--- config.mk ---
export PLATFORM = sky130hd
export DESIGN_NAME = rstat_classifier
export DESIGN_NICKNAME = d
export VERILOG_FILES = /design/src/rtl/rstat_pkg.sv /design/src/rtl/rstat_rx_track.sv /design/src/rtl/rstat_src_latch.sv /design/src/rtl/rstat_aggr.sv /design/src/rtl/rstat_classifier.sv
export SDC_FILE = /design/constraint.sdc
export NUM_CORES = 1
export LEC_CHECK = 0
export ABC_AREA = 1
export BUFFER_PORTS_ARGS = -buffer_cell sky130_fd_sc_hd__buf_2
export CORE_MARGIN = 5
export CORE_UTILIZATION = 52
export DETAILED_ROUTE_END_ITERATION = 6
export PLACE_DENSITY = 0.77
export SYNTH_ARGS = -nofsm -noshare
export SYNTH_HDL_FRONTEND = slang
export SYNTH_HIERARCHICAL = 1
export SYNTH_SLANG_ARGS = --single-unit
--- constraint.sdc ---
create_clock -name clk -period 2.1 [get_ports clk]
set_clock_uncertainty 0.1 [all_clocks]
set_input_delay 0.105 -clock clk [delete_from_list [all_inputs] [get_ports clk]]
set_output_delay 0.105 -clock clk [all_outputs]
set_load 0.005 [all_outputs]
--- src/rtl/rstat_pkg.sv ---
package rstat_pkg;

  localparam logic [31:0] CRC_POLY_R  = 32'hEDB88320;
  localparam logic [31:0] CRC_RESIDUE = 32'hDEBB20E3;
  localparam logic [3:0]  PRE_NIB     = 4'h5;
  localparam logic [3:0]  SFD_NIB     = 4'hD;

  typedef struct packed {
    logic frame;
    logic runt;
    logic too_long;
    logic fcs;
    logic align;
    logic vle;
    logic sym;
    logic rate;
    logic sachg;
    logic fcar;
  } rstat_flags_t;

  // Four serial CRC steps, least significant bit of the nibble first.
  function automatic logic [31:0] crc_nibble(input logic [31:0] c, input logic [3:0] n);
    logic [31:0] r;
    r = c;
    for (int b = 0; b < 4; b++) begin
      if (r[0] ^ n[b]) r = (r >> 1) ^ CRC_POLY_R;
      else             r = r >> 1;
    end
    return r;
  endfunction

  function automatic rstat_flags_t classify(
    input int unsigned car, input int unsigned oct, input logic sfd, input logic odd,
    input logic [31:0] crc, input logic col, input logic err, input logic mer,
    input logic fc, input logic sa_diff,
    input int unsigned runt_nib, input int unsigned min_oct,
    input int unsigned max_oct, input int unsigned vle_nib);
    rstat_flags_t f;
    logic big, legal, crc_ok;
    big    = sfd && (oct >= min_oct) && !col;
    legal  = big && (oct <= max_oct);
    crc_ok = (crc == CRC_RESIDUE);
    f.frame    = legal && !odd && crc_ok;
    f.runt     = (car <= runt_nib) && !col && !fc;
    f.too_long = sfd && (oct > max_oct) && !col;
    f.fcs      = legal && !odd && !crc_ok;
    f.align    = legal && odd && !crc_ok;
    f.vle      = (car > vle_nib);
    f.sym      = err && big;
    f.rate     = mer;
    f.sachg    = big && sa_diff;
    f.fcar     = fc;
    return f;
  endfunction

endpackage

--- src/rtl/rstat_rx_track.sv ---
module rstat_rx_track import rstat_pkg::*; #(
  parameter int OW = 16
) (
  input  logic          clk,
  input  logic          rst_n,
  input  logic          nib_valid,
  input  logic [3:0]    nib,
  input  logic          clr,
  output logic          sfd_seen,
  output logic [OW-1:0] octets,
  output logic          odd,
  output logic [31:0]   crc,
  output logic [47:0]   sa
);
  localparam logic [OW-1:0] OCT_MAX = {OW{1'b1}};
  localparam int SA_FIRST = 6;
  localparam int SA_LAST  = 11;

  logic [3:0] prev_nib;
  logic [3:0] lo_nib;
  logic [7:0] byte_w;
  logic       sfd_hit;
  logic       sa_take;

  assign byte_w  = {nib, lo_nib};
  assign sfd_hit = nib_valid && !sfd_seen && (prev_nib == PRE_NIB) && (nib == SFD_NIB);
  assign sa_take = (32'(octets) >= SA_FIRST) && (32'(octets) <= SA_LAST);

  always_ff @(posedge clk or negedge rst_n) begin
    if (!rst_n) begin
      sfd_seen <= 1'b0; octets <= '0; odd <= 1'b0; crc <= '1;
      sa <= '0; prev_nib <= '0; lo_nib <= '0;
    end else if (clr) begin
      sfd_seen <= 1'b0; octets <= '0; odd <= 1'b0; crc <= '1;
      sa <= '0; prev_nib <= '0; lo_nib <= '0;
    end else if (nib_valid) begin
      prev_nib <= nib;
      if (sfd_hit) begin
        sfd_seen <= 1'b1;
        crc      <= '1;
      end else if (sfd_seen) begin
        crc <= crc_nibble(crc, nib);
        if (!odd) begin
          lo_nib <= nib;
          odd    <= 1'b1;
        end else begin
          odd <= 1'b0;
          if (octets != OCT_MAX) octets <= octets + 1'b1;
          if (sa_take) sa <= {sa[39:0], byte_w};
        end
      end
    end
  end

  p_no_octets_before_sfd_r4: assert property (@(posedge clk) disable iff (!rst_n)
    !sfd_seen |=> (octets == '0));

endmodule

--- src/rtl/rstat_src_latch.sv ---
module rstat_src_latch (
  input  logic       clk,
  input  logic       rst_n,
  input  logic       take,
  input  logic [3:0] nib,
  input  logic       clr,
  output logic [3:0] ctrl,
  output logic [3:0] port
);
  logic [1:0] idx;

  always_ff @(posedge clk or negedge rst_n) begin
    if (!rst_n) begin
      idx <= '0; ctrl <= '0; port <= '0;
    end else if (clr) begin
      idx <= '0; ctrl <= '0; port <= '0;
    end else if (take) begin
      case (idx)
        2'd0:    begin ctrl <= nib; idx <= 2'd1; end
        2'd1:    begin port <= nib; idx <= 2'd2; end
        default: idx <= idx;
      endcase
    end
  end

  p_src_hold_r10: assert property (@(posedge clk) disable iff (!rst_n)
    (!take && !clr) |=> ($stable(ctrl) && $stable(port)));

endmodule

--- src/rtl/rstat_aggr.sv ---
module rstat_aggr #(
  parameter int W = 32,
  parameter int N = 3
) (
  input  logic         clk,
  input  logic         rst_n,
  input  logic [N-1:0] inc,
  output logic [W-1:0] cnt [N]
);
  for (genvar i = 0; i < N; i++) begin : g_cnt
    always_ff @(posedge clk or negedge rst_n) begin
      if (!rst_n)      cnt[i] <= '0;
      else if (inc[i]) cnt[i] <= cnt[i] + 1'b1;
    end

    p_cnt_step_r11: assert property (@(posedge clk) disable iff (!rst_n)
      inc[i] |=> (cnt[i] == $past(cnt[i]) + 1'b1));
    p_cnt_idle_r12: assert property (@(posedge clk) disable iff (!rst_n)
      !inc[i] |=> $stable(cnt[i]));
  end

endmodule

--- src/rtl/rstat_classifier.sv ---
module rstat_classifier import rstat_pkg::*; #(
  parameter int CW       = 14,
  parameter int OW       = 16,
  parameter int CNTW     = 32,
  parameter int RUNT_NIB = 141,
  parameter int MIN_OCT  = 64,
  parameter int MAX_OCT  = 1518,
  parameter int VLE_NIB  = 4000
) (
  input  logic            clk,
  input  logic            rst_n,
  input  logic            gather_en,
  input  logic            preset_we,
  input  logic [CW-1:0]   preset_val,
  input  logic            tx_rdy,
  input  logic [3:0]      txd,
  input  logic            tx_err,
  input  logic            irb_col,
  input  logic            irb_dv,
  input  logic            mg_dv,
  input  logic [3:0]      mg_nib,
  input  logic            mg_err,
  input  logic [47:0]     prev_sa,
  output logic            eoc_valid,
  output logic            f_frame,
  output logic            f_runt,
  output logic            f_long,
  output logic            f_fcs,
  output logic            f_align,
  output logic            f_vle,
  output logic            f_sym,
  output logic            f_rate,
  output logic            f_sachg,
  output logic            f_fcar,
  output logic [OW-1:0]   eoc_octets,
  output logic [CW-1:0]   eoc_nibbles,
  output logic [3:0]      eoc_ctrl,
  output logic [3:0]      eoc_port,
  output logic [47:0]     eoc_sa,
  output logic [CNTW-1:0] cnt_col,
  output logic [CNTW-1:0] cnt_fc,
  output logic [CNTW-1:0] cnt_util
);
  localparam logic [CW-1:0] CAR_MAX = {CW{1'b1}};
  localparam int NCNT = 3;

  // Named internal events
  logic nib_valid, start, eoc_go, col_ev, fc_ev;
  logic in_car, col_q;
  logic col_seen, err_seen, mer_seen, fc_seen;
  logic [CW-1:0] car_cnt;

  logic          sfd_seen, odd;
  logic [OW-1:0] octets;
  logic [31:0]   crc;
  logic [47:0]   sa;
  logic [3:0]    ctrl, port;
  rstat_flags_t  fl, fl_q;
  logic [CNTW-1:0] cnt [NCNT];

  assign nib_valid = gather_en && tx_rdy;
  assign start     = nib_valid && !in_car;
  assign eoc_go    = in_car && !tx_rdy;
  assign col_ev    = nib_valid && irb_col && !col_q;
  assign fc_ev     = start && !irb_dv;

  rstat_rx_track #(.OW(OW)) u_rx (
    .clk(clk), .rst_n(rst_n), .nib_valid(nib_valid), .nib(txd), .clr(eoc_go),
    .sfd_seen(sfd_seen), .octets(octets), .odd(odd), .crc(crc), .sa(sa)
  );

  rstat_src_latch u_src (
    .clk(clk), .rst_n(rst_n), .take(nib_valid && mg_dv), .nib(mg_nib),
    .clr(eoc_go), .ctrl(ctrl), .port(port)
  );

  rstat_aggr #(.W(CNTW), .N(NCNT)) u_aggr (
    .clk(clk), .rst_n(rst_n), .inc({nib_valid, fc_ev, col_ev}), .cnt(cnt)
  );

  assign cnt_col  = cnt[0];
  assign cnt_fc   = cnt[1];
  assign cnt_util = cnt[2];

  always_ff @(posedge clk or negedge rst_n) begin
    if (!rst_n) begin
      in_car <= 1'b0; col_q <= 1'b0; car_cnt <= '0;
      col_seen <= 1'b0; err_seen <= 1'b0; mer_seen <= 1'b0; fc_seen <= 1'b0;
    end else begin
      col_q <= nib_valid && irb_col;
      if (eoc_go) begin
        in_car <= 1'b0; car_cnt <= '0;
        col_seen <= 1'b0; err_seen <= 1'b0; mer_seen <= 1'b0; fc_seen <= 1'b0;
      end else if (nib_valid) begin
        in_car <= 1'b1;
        if (car_cnt != CAR_MAX) car_cnt <= car_cnt + 1'b1;
        col_seen <= col_seen | irb_col;
        err_seen <= err_seen | tx_err;
        mer_seen <= mer_seen | mg_err;
        if (start) fc_seen <= !irb_dv;
      end else if (!gather_en && preset_we) begin
        car_cnt <= preset_val;
      end
    end
  end

  assign fl = classify(32'(car_cnt), 32'(octets), sfd_seen, odd, crc, col_seen,
                       err_seen, mer_seen, fc_seen, (sa != prev_sa),
                       RUNT_NIB, MIN_OCT, MAX_OCT, VLE_NIB);

  always_ff @(posedge clk or negedge rst_n) begin
    if (!rst_n) begin
      eoc_valid <= 1'b0; fl_q <= '0; eoc_octets <= '0; eoc_nibbles <= '0;
      eoc_ctrl <= '0; eoc_port <= '0; eoc_sa <= '0;
    end else begin
      eoc_valid <= eoc_go;
      if (eoc_go) begin
        fl_q        <= fl;
        eoc_octets  <= octets;
        eoc_nibbles <= car_cnt;
        eoc_ctrl    <= ctrl;
        eoc_port    <= port;
        eoc_sa      <= sa;
      end
    end
  end

  assign f_frame = fl_q.frame;
  assign f_runt  = fl_q.runt;
  assign f_long  = fl_q.too_long;
  assign f_fcs   = fl_q.fcs;
  assign f_align = fl_q.align;
  assign f_vle   = fl_q.vle;
  assign f_sym   = fl_q.sym;
  assign f_rate  = fl_q.rate;
  assign f_sachg = fl_q.sachg;
  assign f_fcar  = fl_q.fcar;

  p_eoc_single_r1: assert property (@(posedge clk) disable iff (!rst_n)
    eoc_valid |=> !eoc_valid);
  p_runt_frame_excl_r2: assert property (@(posedge clk) disable iff (!rst_n)
    eoc_valid |-> !(f_runt && f_frame));
  p_fcar_counted_r3: assert property (@(posedge clk) disable iff (!rst_n)
    (eoc_valid && f_fcar) |-> (cnt_fc != '0));
  p_crc_class_excl_r5: assert property (@(posedge clk) disable iff (!rst_n)
    eoc_valid |-> $onehot0({f_frame, f_fcs, f_align, f_long}));
  p_preset_gate_r12: assert property (@(posedge clk) disable iff (!rst_n)
    (gather_en && !nib_valid && !eoc_go) |=> $stable(car_cnt));

endmodule

# == After elaboration in Yosys (flattened, before gate mapping) ==
# Cells that the tools add are included.
# word_totals
mem_bits_rw,0
latch_bits,0
regBits,329
rom_bits,0
output_inout_bits,193
inputBits,80
mem_count,0
# classes
bitwise_logic,11
n_eq_ne,10
addsub,5
magnitude_cmp,7
n_div,0
mul,0
mux,71
reduce_logical,61
n_shift,0
# op_table
cell,n
2-to-1 mux 32 bit,20
2-to-1 mux 48 bit,6
adder 32 x 1 -> 32 bit (second input constant),3
2-to-1 mux 16 bit,6
2-to-1 mux 14 bit,4
inverter 13 -> 14 bit,4
2-to-1 mux 4 bit,13
!= test 48 bit,1
== test 32 bit (second input constant),1
logical AND 1 bit,26
nonzero test 2 bit,10
2-to-1 mux 1 bit,19
adder 16 x 1 -> 16 bit (second input constant),1
>= comparator 16 x 3 -> 1 bit (second input constant),1
>= comparator 16 x 7 -> 1 bit (second input constant),1
> comparator 16 x 11 -> 1 bit (second input constant),1
<= comparator 16 x 11 -> 1 bit (second input constant),1
<= comparator 16 x 4 -> 1 bit (second input constant),1
!= test 16 bit (second input constant),1
adder 14 x 1 -> 14 bit (second input constant),1
> comparator 14 x 12 -> 1 bit (second input constant),1
<= comparator 14 x 8 -> 1 bit (second input constant),1
!= test 14 bit (second input constant),1
AND reduction 2 bit,7
other kinds (15),34

# == Logic depth before layout (Yosys ltp) ==
# depth
word_depth,25
mapped_depth,13
ltp_nobuf,12

# == Cells and area by module ==
# Netlist, hierarchy kept.
# modules_own_cells
mod,area_each_um2,cells_each,n_inst
rstat_classifier,5950.7,787,1
rstat_rx_track,5509.0,735,1
rstat_aggr,5016.1,608,1
rstat_src_latch,489.2,63,1

# == Worst setup path after synthesis ==
# Ideal clock, no wire load.
# synth_path
path_type,reg-to-reg
start,reg in_car
end,reg u_rx.sa[28]
arrival_ps,2094
stages_incl_launch_ff,13
synth_period_minus_slack_ps,2312
t_required_ps,1881
n_path_buf,5
slack_ps,-212
path_cell_list,dfrtp_1 inv_1 nor2_1 buf_6 clkbuf_1 buf_4 a21oi_4 a21oi_4 nand2_1 buf_4 buf_6 nand2_1 nand2_1
# synth_between
elab_chain_len,3
elab_cells_between_ends,8
cone_classes,eq/ne (1); mux (1); reduce/logical (6)
# synth_lines
item,line,source
start: declaration,rstat_classifier.sv:49,"logic in_car, col_q;"
start signal: assignment,rstat_classifier.sv:87,in_car <= 1'b0; col_q <= 1'b0; car_cnt <= '0;
start signal: assignment,rstat_classifier.sv:92,in_car <= 1'b0; car_cnt <= '0;
start signal: assignment,rstat_classifier.sv:95,in_car <= 1'b1;
logical AND 1 bit *,rstat_classifier.sv:63,assign eoc_go = in_car && !tx_rdy;
via eoc_go,rstat_classifier.sv:48,"logic nib_valid, start, eoc_go, col_ev, fc_ev;"
!= test 2 bit (no source line) / nonzero test 2 bit (equally long branches),n/a,
AND reduction 5 bit (no source line),n/a,
end signal: assignment,rstat_rx_track.sv:49,"if (sa_take) sa <= {sa[39:0], byte_w};"
end: declaration,rstat_rx_track.sv:13,output logic [47:0] sa
# Mark *: on every way through the listed nets, which the timed path passes. The rest lies on a longest branch.
# A chain may end at the register's enable or synchronous reset.

# == Worst setup path after layout ==
# layout_path
start,in tx_rdy
end,reg u_aggr/cnt[88] (netlist bit)
# layout_between
elab_chain_len,3
# layout_lines
item,line,source
start: declaration,rstat_classifier.sv:15,"input logic tx_rdy,"
logical AND 1 bit,rstat_classifier.sv:61,assign nib_valid = gather_en && tx_rdy;
logical AND 1 bit (2 in series),rstat_classifier.sv:64,assign col_ev = nib_valid && irb_col && !col_q;
via col_ev,rstat_classifier.sv:48,
end signal: indexed assignment,rstat_aggr.sv:13,else if (inc[i]) cnt[i] <= cnt[i] + 1'b1;
end: declaration,rstat_aggr.sv:8,output logic [W-1:0] cnt [N]
# The timed path passes the listed nets, and every way through them passes these cells.

==> impl_metrics.toml <==
[synth]
synthTopCellsByArea = "dfrtp_1 44%, nand2_1 18%, inv_1 5.4%"
synth-seq-cells = 329
async_flop_share_pct = 100.0
ys_types = 42
synth-edff-count = 0
avgSynthCellArea_um2 = 7.736
yosysSeqAreaShare_pct = 48.76
synth_top_area_share_pct = 43.81
synthCells = 2193
synth_flop_cell = "dfrtp_1"
yosys.area.top_type = "dfrtp_1"
syn-num-nets = 2281
syn_area_um2 = 16970
ys_warn_count = 6

[layout]
drive_above_1_share_pct = 19.20
multi_input_area_um2 = 7430
seq_area_um2 = 8273
finish.net_count = 2606
fin_area_um2 = 20640
instances_no_fill = 2992
fillers = 2879
area_growth_pct = 21.64

[drt]
wl_um = 47200
via_per_inst = 5.183
drc_errors = 0
num_vias = 15510
post_drt_wl_per_cell_um = 15.78
ant_nets = 0
dr.first_iter.drc_count = 1262
firstDrtPassIters = 5

[die]
dieWidth_um = 190.6
ioPinCount = 273
rows = 66
die_h_um = 190.6
coreArea_um2 = 32370
die_area_um2 = 36340
start_util_pct = 52.41

[sta]
finalHoldViolations = 0
finalSetupViolations = 0
fin_ws_ns = 0.1899
rsz0062_at_grt = "false"
period_needed_ns = 1.910
tightestPinTransition_ns = 0.6869
relSlewSlack_pct = 53.72
max_freq_mhz = 523.5
slew_viol_final = 0
post-route-period-util_pct = 90.96

[clock_network]
cts.sinks = 329
cts_buffers = 39
cts_tree = "done"
cts_root_buf = "clkbuf_16"
clkLatencyLatePin_ns = 0.52
h-tree-depth = 2
clk_pin_slew_ns = 0.06
clock_path_buffers = 3

[setup_path]
path_cells = "dlygate4sd3_1 > buf_2 > nand2_1 > buf_4 > nor3_2 > buf_4 > nand3_1 > nor2_4 > nand3_2 > nor2_2 > nand2_1 > nand2_1 > nand2_1"
slowest_stage = "dlygate4sd3_1"
crit_required_ns = 2.40
cpPeakStageDelay_ns = 0.52
crit_buf_inv = 4
worstPathArrival_ns = 2.21
start_kind = "primary input"
critical_path.endpoint_type = "register"
rrSetupSlack_ns = 0.19
critical_path_class = "in -> reg"
cpMostUsedCell = "nand2_1"
cp_top_family = "simple AND/OR/NAND/NOR gates"
cp_max_fo = 5

[status]
status = "completed"

[power]
power.density_nw_per_um2 = 894.6
power_mw = 18.46
leakage_nw = 11.09
peakVddDrop_mv = 0.6353

[global_routing]
track_usage_pct = 25.49
antenna_found_initial = 7
overflow = 0
grt_pass1_wl_um = 76470
first_global_vias = 15120
grt_max_degree = 73

[run]
max-cap-violations = 0

[min_path]
min_path_type = "in -> async"

[place]
dp_cells = 2885
pre_cts_ws_ns = -0.03473
dp_hpwl_um = 33510
gp_congestion = 0.9455
portBuffers = 272
place_area_um2 = 18960
cells in the mapped netlist, types with 3 or more instances:
master	instances
a21oi_1	14
buf_1	3
buf_2	23
buf_4	10
buf_6	6
clkbuf_1	21
dfrtp_1	297
dfstp_2	32
ha_1	8
inv_1	246
inv_2	8
nand2_1	827
nand2_2	15
nand3_1	137
nand3_2	4
nand3b_1	12
nand4_1	82
nor2_1	149
nor2_2	6
nor2_4	15
nor3_1	32
nor3_2	3
o21ai_0	95
o21ai_1	12
o21ai_2	5
o22ai_1	5
or2_2	4
xnor2_1	54
xor2_1	49
layout make-up:
cell class | count | area share (%)
sequential | 329 | 40.09
multi-input combinational | 1547 | 36.00
timing repair buffer | 347 | 10.25
clock buffer | 57 | 5.687
inverter | 254 | 4.632
tap | 442 | 2.680
clock inverter | 13 | 0.6245
antenna | 3 | 0.03638
flip-flops by register name, indices dropped and copies added (netlist names), 4 cells and up:
name,flops
car_cnt,14
eoc_ctrl,4
eoc_nibbles,14
eoc_octets,16
eoc_port,4
eoc_sa,48
u_aggr/cnt,96
u_rx/crc,32
u_rx/lo_nib,4
u_rx/octets,16
u_rx/prev_nib,4
u_rx/sa,48
u_src/ctrl,4
u_src/port,4
cells in the final DEF, fill, tap and decap left out, types with 6 or more instances in the layout:
| master | count |
|---|---|
| nor2_1 | 147 |
| o21ai_1 | 12 |
| ha_1 | 8 |
| nand4_1 | 82 |
| buf_12 | 8 |
| buf_2 | 271 |
| nand3b_1 | 12 |
| o21ai_0 | 95 |
| inv_1 | 245 |
| nand2_2 | 17 |
| nor2_4 | 17 |
| a21oi_1 | 14 |
| inv_2 | 8 |
| xor2_1 | 49 |
| dfrtp_1 | 297 |
| nor3_1 | 30 |
| nor2_2 | 6 |
| xnor2_1 | 54 |
| dlygate4sd3_1 | 32 |
| nand3_1 | 137 |
| clkbuf_16 | 39 |
| dfstp_2 | 32 |
| clkinv_2 | 7 |
| nand2_1 | 825 |
| clkbuf_8 | 13 |
| buf_4 | 35 |
repair_timing:
action                     4_1_cts  5_1_grt
gates resized for setup          1        4
hold endpoints to repair       341        0
pin swaps                        0        2
buffers inserted                 0        2
cloned                           0        0
setup endpoints to repair        3        4
hold buffers                    32        0
metrics by stage:
stage | hold WS [ns] | setup TNS (ns) | util (%)
3_5_place_dp | -0.04944 | -0.08563 | 58.58
6_report | 0.006817 | 0 | 63.75
2_1_floorplan | -0.2906 | 0 | -
3_3_place_gp | -0.05273 | 0 | 58.58
5_1_grt | 0.04318 | 0 | 63.75
4_1_cts | 0.001744 | 0 | 63.61
routing by layer:
metal	wire [um]	global-route usage (%)	vias up	part of all wire, %
met1	20180	34.45	7336	43
met2	22430	42.40	538	48
met3	2991	4.010	104	6.3
met5	46	0	-	0.097
met4	1556	8.370	8	3.3
li1	-	-	7521	-
power by group:
part	switching, mW	internal (mW)
combinational	2.08	1.39
sequential	0.960	7.24
clock	2.67	4.12
worst paths after layout:
kind / depth (start not counted) / start / to
setup / recovery: 13 / tx_rdy / u_aggr/cnt[88]$_DFFE_PN0P_
min in group clk: 9 / prev_sa[22] / f_sachg$_DFFE_PN0P_
hold reg to reg: 2 / eoc_sa[27]$_DFFE_PN0P_ / eoc_sa[27]$_DFFE_PN0P_
hold / removal: 2 / rst_n / car_cnt[1]$_DFFE_PN0P_
setup reg to reg: 10 / car_cnt[0]$_DFFE_PN0P_ / car_cnt[1]$_DFFE_PN0P_
max in group asynchronous: 3 / rst_n / u_aggr/cnt[89]$_DFFE_PN0P_
cells by family (layout without fill, tap and decap cells):
family          count (synthesis)  after routing  share of synthesized area [%]
compound gates                138            138                          4.433
buf+inv                       317            671                          7.670
flops                         329            329                          48.76
simple gates                 1294           1294                          32.97
mux                             4              4                         0.2508
fa+ha+maj                       8              8                         0.5900
xor+xnor                      103            103                          5.317
other cells                     0              3                              0
(Power assumes the default switching activity.)
